[src/rtl/scl_pkg.sv]
// Package: shared field widths and the clock-control word layout.
// Assumes the register is 9 bits: prescale in the low bits, gap above it.
package scl_pkg;
    localparam int CDF_W = 3;
    localparam int GAP_W = 6;
    localparam int CFG_W = CDF_W + GAP_W;

    typedef struct packed {
        logic [GAP_W-1:0] gap;
        logic [CDF_W-1:0] div;
    } clk_cfg_t;
endpackage

[src/rtl/scl_cfg_reg.sv]
// Module: double-buffered clock-control word.
// A write lands in the pending copy; the active copy follows only on load,
// which the phase counter raises at each period start.
module scl_cfg_reg
    import scl_pkg::*;
(
    input  logic     clk,
    input  logic     rst_n,
    input  logic     wr,
    input  clk_cfg_t wdata,
    input  logic     load,
    output clk_cfg_t act
);
    clk_cfg_t pend;

    // capture software writes into the pending copy
    always_ff @(posedge clk) begin
        if (!rst_n)  pend <= '0;
        else if (wr) pend <= wdata;
    end

    // move the pending word into force at a period boundary
    always_ff @(posedge clk) begin
        if (!rst_n)    act <= '0;
        else if (load) act <= pend;
    end
endmodule

[src/rtl/scl_prescaler.sv]
// Module: internal tick generator, one tick per (div+1) clocks.
// Assumes run drops for at least one clock whenever the period
// sequence restarts from idle, so the count starts from zero.
module scl_prescaler
    import scl_pkg::*;
(
    input  logic             clk,
    input  logic             rst_n,
    input  logic             run,
    input  logic [CDF_W-1:0] div,
    output logic             tick
);
    logic [CDF_W-1:0] pre_cnt;

    assign tick = run && (pre_cnt == div);

    // count clocks modulo div+1 while running
    always_ff @(posedge clk) begin
        if (!rst_n || !run) pre_cnt <= '0;
        else if (tick)      pre_cnt <= '0;
        else                pre_cnt <= pre_cnt + 1'b1;
    end


    tick_gap_chk: assert property (@(posedge clk) disable iff (!rst_n)
        tick |=> (!tick || div == '0));
endmodule

[src/rtl/scl_phase_ctr.sv]
// Module: bus-clock phase sequencer.
// Counts ticks through a low phase then a high phase whose lengths come
// from the active gap field; holds in the high phase while the line is
// sensed low. Emits registered one-clock strobes at edges and midpoints.
module scl_phase_ctr
    import scl_pkg::*;
#(
    parameter int BASE_TICKS = 20,
    parameter int GAP_STEP   = 8,
    parameter int F_ALLOW    = 5
) (
    input  logic             clk,
    input  logic             rst_n,
    input  logic             en,
    input  logic             tick,
    input  logic             scl_sense,
    input  logic [GAP_W-1:0] gap,
    output logic             running,
    output logic             period_start,
    output logic             scl_out,
    output logic             fall_p,
    output logic             rise_p,
    output logic             chg_p,
    output logic             smp_p
);
    localparam int P_MAX = BASE_TICKS + GAP_STEP * ((1 << GAP_W) - 1) + F_ALLOW;
    localparam int CNT_W = $clog2(P_MAX + 1);
    localparam logic [CNT_W-1:0] ONE = CNT_W'(1);

    logic             idle;
    logic             phase_hi;
    logic [CNT_W-1:0] cnt;
    logic [CNT_W-1:0] period, lo_len, hi_len, lo_mid, hi_mid;
    logic             lo_step, lo_last, hi_adv, hi_last;

    assign running = !idle;
    assign scl_out = phase_hi;

    // derive phase lengths and midpoints from the active gap
    always_comb begin
        period = CNT_W'(BASE_TICKS) + CNT_W'(GAP_STEP) * CNT_W'(gap) + CNT_W'(F_ALLOW);
        lo_len = period >> 1;
        hi_len = period - lo_len;
        lo_mid = lo_len >> 1;
        hi_mid = hi_len >> 1;
    end

    // decode the events of this tick
    always_comb begin
        lo_step      = en && tick && !idle && !phase_hi;
        lo_last      = lo_step && (cnt == lo_len - ONE);
        hi_adv       = en && tick && !idle && phase_hi && scl_sense;
        hi_last      = hi_adv && (cnt == hi_len - ONE);
        period_start = en && (idle || hi_last);
    end

    // sequence phases, count ticks and register the strobes
    always_ff @(posedge clk) begin
        if (!rst_n || !en) begin
            idle     <= 1'b1;
            phase_hi <= 1'b1;
            cnt      <= '0;
            fall_p   <= 1'b0;
            rise_p   <= 1'b0;
            chg_p    <= 1'b0;
            smp_p    <= 1'b0;
        end else begin
            fall_p <= 1'b0;
            rise_p <= 1'b0;
            chg_p  <= 1'b0;
            smp_p  <= 1'b0;
            if (period_start) begin
                idle     <= 1'b0;
                phase_hi <= 1'b0;
                cnt      <= '0;
                fall_p   <= 1'b1;
            end else if (lo_last) begin
                phase_hi <= 1'b1;
                cnt      <= '0;
                rise_p   <= 1'b1;
            end else if (lo_step) begin
                cnt   <= cnt + ONE;
                chg_p <= (cnt == lo_mid - ONE);
            end else if (hi_adv) begin
                cnt   <= cnt + ONE;
                smp_p <= (cnt == hi_mid - ONE);
            end
        end
    end


    stretch_hold_chk: assert property (@(posedge clk) disable iff (!rst_n)
        (en && tick && !idle && phase_hi && !scl_sense) |=> (phase_hi && $stable(cnt)));


    low_end_chk: assert property (@(posedge clk) disable iff (!rst_n)
        (en && tick && !idle && !phase_hi && cnt == lo_len - ONE) |=> (rise_p && scl_out));


    low_bound_chk: assert property (@(posedge clk) disable iff (!rst_n)
        (!phase_hi) |-> (cnt < lo_len));
endmodule

[src/rtl/scl_timing_gen.sv]
// Module: top of the bus-clock timing generator.
// Ties the double-buffered control word, the tick prescaler and the
// phase sequencer together. Assumes scl_sense is already synchronised.
module scl_timing_gen
    import scl_pkg::*;
#(
    parameter int BASE_TICKS = 20,
    parameter int GAP_STEP   = 8,
    parameter int F_ALLOW    = 5
) (
    input  logic             clk,
    input  logic             rst_n,
    input  logic             cfg_wr,
    input  logic [CFG_W-1:0] cfg_wdata,
    input  logic             en,
    input  logic             scl_sense,
    output logic [CFG_W-1:0] active_cfg,
    output logic             scl_out,
    output logic             scl_fall,
    output logic             scl_rise,
    output logic             sda_change,
    output logic             sda_sample
);
    clk_cfg_t act;
    logic     tick, running, period_start;

    assign active_cfg = act;

    scl_cfg_reg u_cfg (
        .clk   (clk),
        .rst_n (rst_n),
        .wr    (cfg_wr),
        .wdata (clk_cfg_t'(cfg_wdata)),
        .load  (period_start),
        .act   (act)
    );

    scl_prescaler u_pre (
        .clk   (clk),
        .rst_n (rst_n),
        .run   (en && running),
        .div   (act.div),
        .tick  (tick)
    );

    scl_phase_ctr #(
        .BASE_TICKS (BASE_TICKS),
        .GAP_STEP   (GAP_STEP),
        .F_ALLOW    (F_ALLOW)
    ) u_phase (
        .clk          (clk),
        .rst_n        (rst_n),
        .en           (en),
        .tick         (tick),
        .scl_sense    (scl_sense),
        .gap          (act.gap),
        .running      (running),
        .period_start (period_start),
        .scl_out      (scl_out),
        .fall_p       (scl_fall),
        .rise_p       (scl_rise),
        .chg_p        (sda_change),
        .smp_p        (sda_sample)
    );


    strobe_excl_chk: assert property (@(posedge clk) disable iff (!rst_n)
        $onehot0({scl_fall, scl_rise, sda_change, sda_sample}));


    idle_high_chk: assert property (@(posedge clk) disable iff (!rst_n)
        !en |=> (scl_out && !scl_fall && !sda_change && !sda_sample));


    cfg_at_start_chk: assert property (@(posedge clk) disable iff (!rst_n)
        !$stable(act) |-> scl_fall);
endmodule

[config.mk]
export PLATFORM = sky130hd
export DESIGN_NAME = scl_timing_gen
export DESIGN_NICKNAME = d
export VERILOG_FILES = /design/src/rtl/scl_pkg.sv /design/src/rtl/scl_cfg_reg.sv /design/src/rtl/scl_prescaler.sv /design/src/rtl/scl_phase_ctr.sv /design/src/rtl/scl_timing_gen.sv
export SDC_FILE = /design/constraint.sdc
export NUM_CORES = 1
export LEC_CHECK = 0
export ABC_AREA = 1
export ABC_CLOCK_PERIOD_IN_PS = 3220
export BUFFER_PORTS_ARGS = -buffer_cell sky130_fd_sc_hd__clkbuf_2
export CORE_MARGIN = 3
export CORE_UTILIZATION = 45
export CTS_CLUSTER_DIAMETER = 120
export DETAILED_ROUTE_END_ITERATION = 7
export SLEW_MARGIN = 30
export SYNTH_ARGS = -nofsm -noshare
export SYNTH_HDL_FRONTEND = slang
export SYNTH_SLANG_ARGS = --single-unit
[constraint.sdc]
create_clock -name clk -period 3.22 [get_ports clk]
set_input_delay 0.644 -clock clk [delete_from_list [all_inputs] [get_ports clk]]
set_output_delay 0.644 -clock clk [all_outputs]
set_load 0.02 [all_outputs]
==> results of run 1 <==
==> power groups by stage <==
stage,Clock [W],Sequential (W),Combinational (W)
6_report,0.000490,0.000491,0.000402
5_1_grt,0.000524,0.000493,0.000469
4_1_cts,0.000501,0.000491,0.000398
3_5_place_dp,0,0.000502,0.000397
3_3_place_gp,0,0.000501,0.000393
2_1_floorplan,0,0.000512,0.000305
==> Yosys cell counts, types with 3 or more instances <==
master / n / share of area
a21oi_1: 15 / 0.027
a21oi_2: 8 / 0.025
clkbuf_1: 7 / 0.0095
dfxtp_1: 37 / 0.27
ha_1: 15 / 0.068
inv_1: 62 / 0.084
nand2_1: 89 / 0.12
nand2_2: 14 / 0.032
nand2_4: 4 / 0.016
nand3_1: 50 / 0.091
nand3_2: 3 / 0.011
nand4_1: 6 / 0.014
nor2_1: 53 / 0.072
nor3_1: 4 / 0.0073
o21ai_0: 12 / 0.022
or2_2: 3 / 0.0068
xor2_1: 22 / 0.070
==> sequential cells by signal, indices dropped and copies added (netlist names) <==
register and cells:
u_cfg.pend 9, u_phase.idle 1, u_phase.scl_out 1, u_phase.fall_p 1, u_pre.pre_cnt 3, u_phase.cnt 10
u_cfg.act 9, u_phase.rise_p 1, u_phase.smp_p 1, u_phase.chg_p 1
==> kinds of logic after synthesis <==
kind of cell             after synthesis  share of synthesized area
AND/OR/NAND/NOR                      231                     0.3837
XOR/XNOR                              24                    0.07619
buffers and inverters                 76                     0.1143
adder cells (fa/ha/maj)               15                    0.06803
flip-flops                            37                     0.2685
AO/OA/AOI/OAI                         40                    0.08935
==> worst max path at each step <==
stage | slack, ns | endpoint | cells after the start
floorplan | 0.23 | u_cfg.act[3] | 24
global placement | 0.29 | u_cfg.act[2] | 21
global route | -0.001 | u_cfg.act[2] | 22
CTS | 0.20 | u_cfg.act[6] | 20
detailed placement | 0.21 | u_cfg.act[2] | 20
finish | 0.34 | u_cfg.act[2] | 22
==> placed cells by master (no fill, tap or decap), types with 2 or more instances in the layout <==
cell and count:
buf_4 5, or2_2 3, xnor2_1 2, nand2_2 15, nand2_4 4, a21oi_1 15
nand4_1 6, ha_1 14, dfxtp_1 37, inv_1 62, xor2_1 22, nor2_2 2
nand3_2 3, clkbuf_8 5, clkbuf_2 27, nor4_1 2, nand3_1 50, nor2_1 52
nor3_1 4, o21ai_0 12, bufinv_16 2, nand2_1 88, a21oi_2 8
==> per-layer routing <==
layer,vias up,wire length (um)
li1,1380,-
met1,1113,2870
met2,42,2774
met3,12,212
met4,0,117
met5,-,0
==> timing repair <==
| item | in CTS | in global routing |
|---|---|---|
| hold endpoints to repair | 0 | 0 |
| hold buffers | 0 | 0 |
| endpoints found under the setup margin | 0 | 21 |
| gates resized for setup | 0 | 4 |
==> cell type report <==
type | count | area [sq um]
repair buffers | 33 | 183.9
multi-input cells | 310 | 1720
clock inverters | 3 | 68.82
inverters | 64 | 240.2
well taps | 72 | 90.09
flip-flops and latches | 37 | 740.7
fillers | 617 | 2596
clock buffers | 5 | 68.82
==> through the flow <==
step / TNS [ns] / power [W] / setup slack, ns
finish: 0 / 0.001383 / 0.3380
global route: -0.001413 / 0.001487 / -0.001413
CTS: 0 / 0.001390 / 0.1960
detailed placement: 0 / 0.0008983 / 0.2058
global placement: 0 / 0.0008941 / 0.2872
floorplan: 0 / 0.0008177 / 0.2282
==> critical path: stages, from the launching register on <==
cell and delay, ns:
dfxtp_1 0.33, inv_1 0.11, ha_4 0.31, inv_1 0.09, ha_1 0.35, inv_1 0.09, nand2_1 0.05, nand2_1 0.09
xor2_1 0.15, nand2_1 0.06, nor2_1 0.10, nand2_1 0.06, nor2_1 0.09, nand2_1 0.06, nor2_1 0.08, nand3_1 0.08
nor2_1 0.09, nand2_1 0.10, nand2_2 0.09, buf_6 0.20, nand3_1 0.11, nand2_1 0.07, nor2_1 0.04
==> results.sh, run 1 <==
export IMPL_final_nets=480
export IMPL_critPathRequiredTime_ns=3.42
export IMPL_wl_um=5974
export IMPL_maxCapViolations=0
export IMPL_grt_use_met2=0.2783
export IMPL_postSynthAreaPerCell_sq_um=6.522
export IMPL_finalWeightedCongestion=0.8762
export IMPL_p_switching_w=0.0004505
export IMPL_tightest_slew_ns=0.4538
export IMPL_start_util=0.4832
export IMPL_met1_usage=0.2308
export IMPL_fin_cells=524
export IMPL_syn_nets=452
export IMPL_setup_viol=0
export IMPL_min_to="u_cfg.pend[5]"
export IMPL_irDropWorstVdd_mv=0.3035
export IMPL_outcome="finished clean"
export IMPL_netlist_area_sq_um=2759
export IMPL_drtIter0Drc=118
export IMPL_p_sw_frac=0.3258
export IMPL_whs_ns=0.4573
export IMPL_final_util=0.5453
export IMPL_netlist_instances=423
export IMPL_ant_nets=0
export IMPL_cellPowerDensity_nw_per_um2=444.2
export IMPL_drc=0
export IMPL_core_area_sq_um=5709
export IMPL_p_clk_frac=0.354
export IMPL_grt_max_degree=21
export IMPL_reg2reg_from="u_cfg.act[3]"
export IMPL_max_slew_margin_rel=0.6963
export IMPL_cp_arrival_ns=3.08
export IMPL_grt_overflow=0
export IMPL_dieHeight_um=84.30
export IMPL_hp_start="u_cfg.pend[5]"
export IMPL_vias=2547
export IMPL_die_area_sq_um=7106
export IMPL_yosysSeqAreaShare=0.2685
export IMPL_drt_pass1_iter_count=4
export IMPL_grt_antenna_before_repair=0
export IMPL_grt_busiest_layer="met2"
export IMPL_seq_power_share=0.355
export IMPL_antenna_cells=0
export IMPL_worstSetupStartpointType="flip-flop"
export IMPL_grt_first_pass_wirelength_um=10350
export IMPL_path_clk_slew_ns=0.08
export IMPL_syn2layout_area_growth_pct=12.83
export IMPL_dieWidth_um=84.30
export IMPL_h_tree_depth=2
export IMPL_regToRegEndpoint="u_cfg.act[2]"
export IMPL_final_max_slew_viol_count=0
export IMPL_drive_gt1_frac=0.1770
export IMPL_grt_met3_usage=0.04220
export IMPL_cts_setup_buffers=0
export IMPL_vias_per_cell=4.861
export IMPL_intPower_w=0.0009324
export IMPL_cts_sinks=37
export IMPL_r2r_slack_ns=0.34
export IMPL_synth_seq_cells=37
export IMPL_holdCritPathClass="flip-flop to flip-flop"
export IMPL_hold_path_depth=2
export IMPL_cts_buffers=5
export IMPL_cts_tree="built"
export IMPL_fmax_mhz=347.0
export IMPL_final_area_sq_um=3113
export IMPL_track_usage=0.1744
export IMPL_fin_crit_ns=2.882
export IMPL_clock_skew_ns=0.005821
export IMPL_cellLeakagePower_nw=1.482
export IMPL_top_level_ports=28
export IMPL_rr_worst_depth=22
export IMPL_grt_pass1_vias=2313
export IMPL_cts_root_buf="clkbuf_8"
export IMPL_wire_per_inst_um=11.40
export IMPL_synth_cell_type_count=33
export IMPL_dpl_cell_area_sq_um=2954
export IMPL_ys_warn_count=0
export IMPL_portBuffers=27
export IMPL_async_flop_share=0
export IMPL_path_class="flip-flop to flip-flop"
export IMPL_cts_path_max_buffers=2
export IMPL_crit_fanout=19
export IMPL_power_frac_comb=0.291
export IMPL_rows=27
export IMPL_synth_edf_count=0
export IMPL_insertion_delay_ns=0.30
export IMPL_setup_worst_path_end_class="flip-flop"
export IMPL_place_inst=516
export IMPL_period_share=0.8950
export IMPL_dpl_hpwl_um=4699
export IMPL_hold_viol_final=0
export IMPL_synth_ff_type="dfxtp_1"
export IMPL_startpoint="u_cfg.act[3]"
Power figures use the tool's default switching activity.
==> run 2, diff against run 1 <==
SYNTH_HIERARCHICAL = 1   (was not set)
==> run 2 against run 1 <==
Count of clock-buffer cells in the layout rose by 1. Cell area rose by 7.3%. Setup slack got worse by 0.079 ns. Global-route usage rose by 0.94 points. First-iteration DRC count rose by 23%. Fmax fell by 2.7%. Register-to-register slack got worse by 0.08 ns.
==> results.sh, run 2 <==
export IMPL_worstSetupStartpointType="flip-flop"
export IMPL_critPathRequiredTime_ns=3.40
export IMPL_final_max_slew_viol_count=0
export IMPL_r2r_slack_ns=0.26
export IMPL_synth_area_mux_share=0
export IMPL_grt_antenna_before_repair=0
export IMPL_path_class="flip-flop to flip-flop"
export IMPL_path_clk_slew_ns=0.08
export IMPL_dieWidth_um=87.11
export IMPL_die_area_sq_um=7588
export IMPL_cts_sinks=37
export IMPL_core_area_sq_um=6131
export IMPL_synth_cell_type_count=35
export IMPL_track_usage=0.1838
export IMPL_grt_first_pass_wirelength_um=11450
export IMPL_wl_um=6394
export IMPL_start_util=0.4829
export IMPL_antenna_cells=0
export IMPL_fmax_mhz=337.7
export IMPL_holdCritPathClass="flip-flop to flip-flop"
export IMPL_finalWeightedCongestion=0.8571
export IMPL_syn2layout_area_growth_pct=12.85
export IMPL_whs_ns=0.4700
export IMPL_yosysTopAreaCell="dfxtp_1"
export IMPL_h_tree_depth=2
export IMPL_postSynthAreaPerCell_sq_um=6.104
export IMPL_cellPowerDensity_nw_per_um2=399.7
export IMPL_vias_per_cell=4.688
export IMPL_setup_worst_path_end_class="flip-flop"
export IMPL_reg2reg_from="u_cfg/act[4]"
export IMPL_max_slew_margin_rel=0.7269
export IMPL_min_to="u_cfg/pend[1]"
export IMPL_grt_pass1_vias=2617
export IMPL_irDropWorstVdd_mv=0.2738
export IMPL_largest_register="u_phase/cnt"
export IMPL_yosys_top_cells_area="dfxtp_1 25%, nand2_1 18%, inv_1 9.0%"
export IMPL_layout_common_cells="138 x nand2_1, 71 x inv_1, 70 x nor2_1"
export IMPL_drt_pass1_iter_count=4
export IMPL_top_level_ports=28
export IMPL_cellLeakagePower_nw=1.666
export IMPL_wire_per_inst_um=10.73
export IMPL_rows=28
export IMPL_vias=2794
export IMPL_regToRegEndpoint="u_cfg/act[3]"
export IMPL_dieHeight_um=87.11
export IMPL_hold_path_depth=2
export IMPL_final_util=0.5449
export IMPL_drive_gt1_frac=0.1881
export IMPL_netlist_area_sq_um=2960
export IMPL_ant_nets=0
export IMPL_synth_top_family_by_area="simple AND/OR/NAND/NOR gates"
export IMPL_hp_start="u_cfg/pend[1]"
export IMPL_setup_viol=0
export IMPL_hold_viol_final=0
export IMPL_largest_register_ffs=10
export IMPL_synth_most_common_cell="nand2_1"
export IMPL_startpoint="u_cfg/act[4]"
export IMPL_synthXorXnorAreaFrac=0.06424
export IMPL_syn_nets=509
export IMPL_maxCapViolations=0
export IMPL_drc=0
export IMPL_synth_top_cell_area_share=0.2502
export IMPL_synth_simple_area_share=0.4675
export IMPL_cts_root_buf="clkbuf_8"
export IMPL_tightest_slew_ns=0.4097
export IMPL_synthTopCellsByCount="141 x nand2_1, 71 x inv_1, 71 x nor2_1"
export IMPL_drtIter0Drc=145
export IMPL_rr_worst_depth=22
export IMPL_grt_max_degree=21
export IMPL_outcome="finished clean"
export IMPL_cts_path_max_buffers=2
export IMPL_synth_fa_ha_area_frac=0.04227
export IMPL_portBuffers=27
export IMPL_async_flop_share=0
export IMPL_period_share=0.9196
export IMPL_top_regs="u_phase/cnt (10), u_cfg/act (9), u_cfg/pend (9)"
export IMPL_cts_buffers=5
export IMPL_synth_ff_type="dfxtp_1"
export IMPL_cts_tree="built"
export IMPL_yosysSeqAreaShare=0.2502
export IMPL_crit_fanout=4
export IMPL_final_common_cell="nand2_1"
export IMPL_total_power_w=0.001335
export IMPL_netlist_instances=485
export IMPL_synth_compound_area_frac=0.04903
export IMPL_clock_skew_ns=0.008666
export IMPL_ys_warn_count=6
export IMPL_dpl_hpwl_um=5050
export IMPL_insertion_delay_ns=0.28
export IMPL_num_fill_cells=639
export IMPL_synth_seq_cells=37
export IMPL_cp_arrival_ns=3.14
export IMPL_cts_setup_buffers=0
export IMPL_fin_crit_ns=2.961
export IMPL_final_nets=544
export IMPL_synth_edf_count=0
export IMPL_grt_overflow=0
run 2: cell types whose count changed after synthesis, sizes merged, moves of 3 or more:
cell / change
ha: -5
nand3: -5
clkbuf: -7
nor2: +31
a21oi: -15
xor2: -4
inv: +13
nand3b: +3
buf: +3
nand2: +50
run 2: per-stage QoR:
step	std cells	TNS [ns]	area [sq um]	setup slack, ns
4_1_cts	594	0	3268	0.1236
3_3_place_gp	586	0	3157	0.1966
2_1_floorplan	485	0	2962	0.03370
5_1_grt	596	-0.1544	3341	-0.02243
6_report	596	0	3341	0.2590
3_5_place_dp	586	0	3157	0.1496
run 2: report_power, final:
group	internal (W)	total [W]	switching [W]	leakage [nW]
clock	0.000232	0.000394	0.000162	0.0554
combinational	0.000162	0.000449	0.000287	1.31
sequential	0.000477	0.000492	0.0000158	0.304
run 2: worst max-delay path by stage:
stage,depth (start not counted),end
CTS,24,u_cfg/act[3]
floorplan,23,u_cfg/act[7]
global placement,24,u_cfg/act[4]
detailed placement,24,u_cfg/act[3]
finish,22,u_cfg/act[3]
global route,22,u_cfg/act[2]
run 2: cell families after synthesis:
| kind of cell | Yosys count |
|---|---|
| XOR/XNOR | 20 |
| AND/OR/NAND/NOR | 308 |
| buffers and inverters | 85 |
| adder cells (fa/ha/maj) | 10 |
| flip-flops | 37 |
| AO/OA/AOI/OAI | 25 |
run 2: repair_timing:
item	CTS	global route
endpoints found under the setup margin	0	20
hold buffers	0	0
resized for setup	0	16
endpoints found under the hold margin	0	0
run 2: worst max-delay path: stages, from the launching register on:
cell	delay, ns
dfxtp_1	0.33
inv_1	0.09
ha_4	0.28
inv_1	0.07
ha_1	0.32
nand2_1	0.12
nor2_2	0.11
inv_1	0.06
nand3_1	0.10
nand4_1	0.15
nand2_1	0.14
nand2_1	0.07
nand2_2	0.09
nand2_1	0.05
nand2_1	0.06
nand3_1	0.07
nor2_2	0.10
nand2_2	0.10
a21boi_4	0.23
buf_4	0.17
nand2_1	0.05
nand2_1	0.05
nor2_1	0.04
run 2: final cells by class:
cell class | count | area (sq um) | area share
Tap cell | 75 | 93.84 | 0.02809
Timing Repair Buffer | 36 | 210.2 | 0.06292
Clock buffer | 6 | 72.57 | 0.02172
Multi-Input combinational cell | 363 | 1891 | 0.5659
Clock inverter | 2 | 38.79 | 0.01161
Sequential cell | 37 | 743.2 | 0.2225
Inverter | 77 | 291.5 | 0.08727
run 2: per-layer routing:
| layer | GRT usage | vias to the layer above | part of all wire |
|---|---|---|---|
| met2 | 0.3209 | 38 | 0.47 |
| met4 | 0.04603 | 0 | 0.013 |
| met5 | 0 | - | 0 |
| li1 | - | 1552 | - |
| met1 | 0.2347 | 1193 | 0.48 |
| met3 | 0.03027 | 11 | 0.031 |
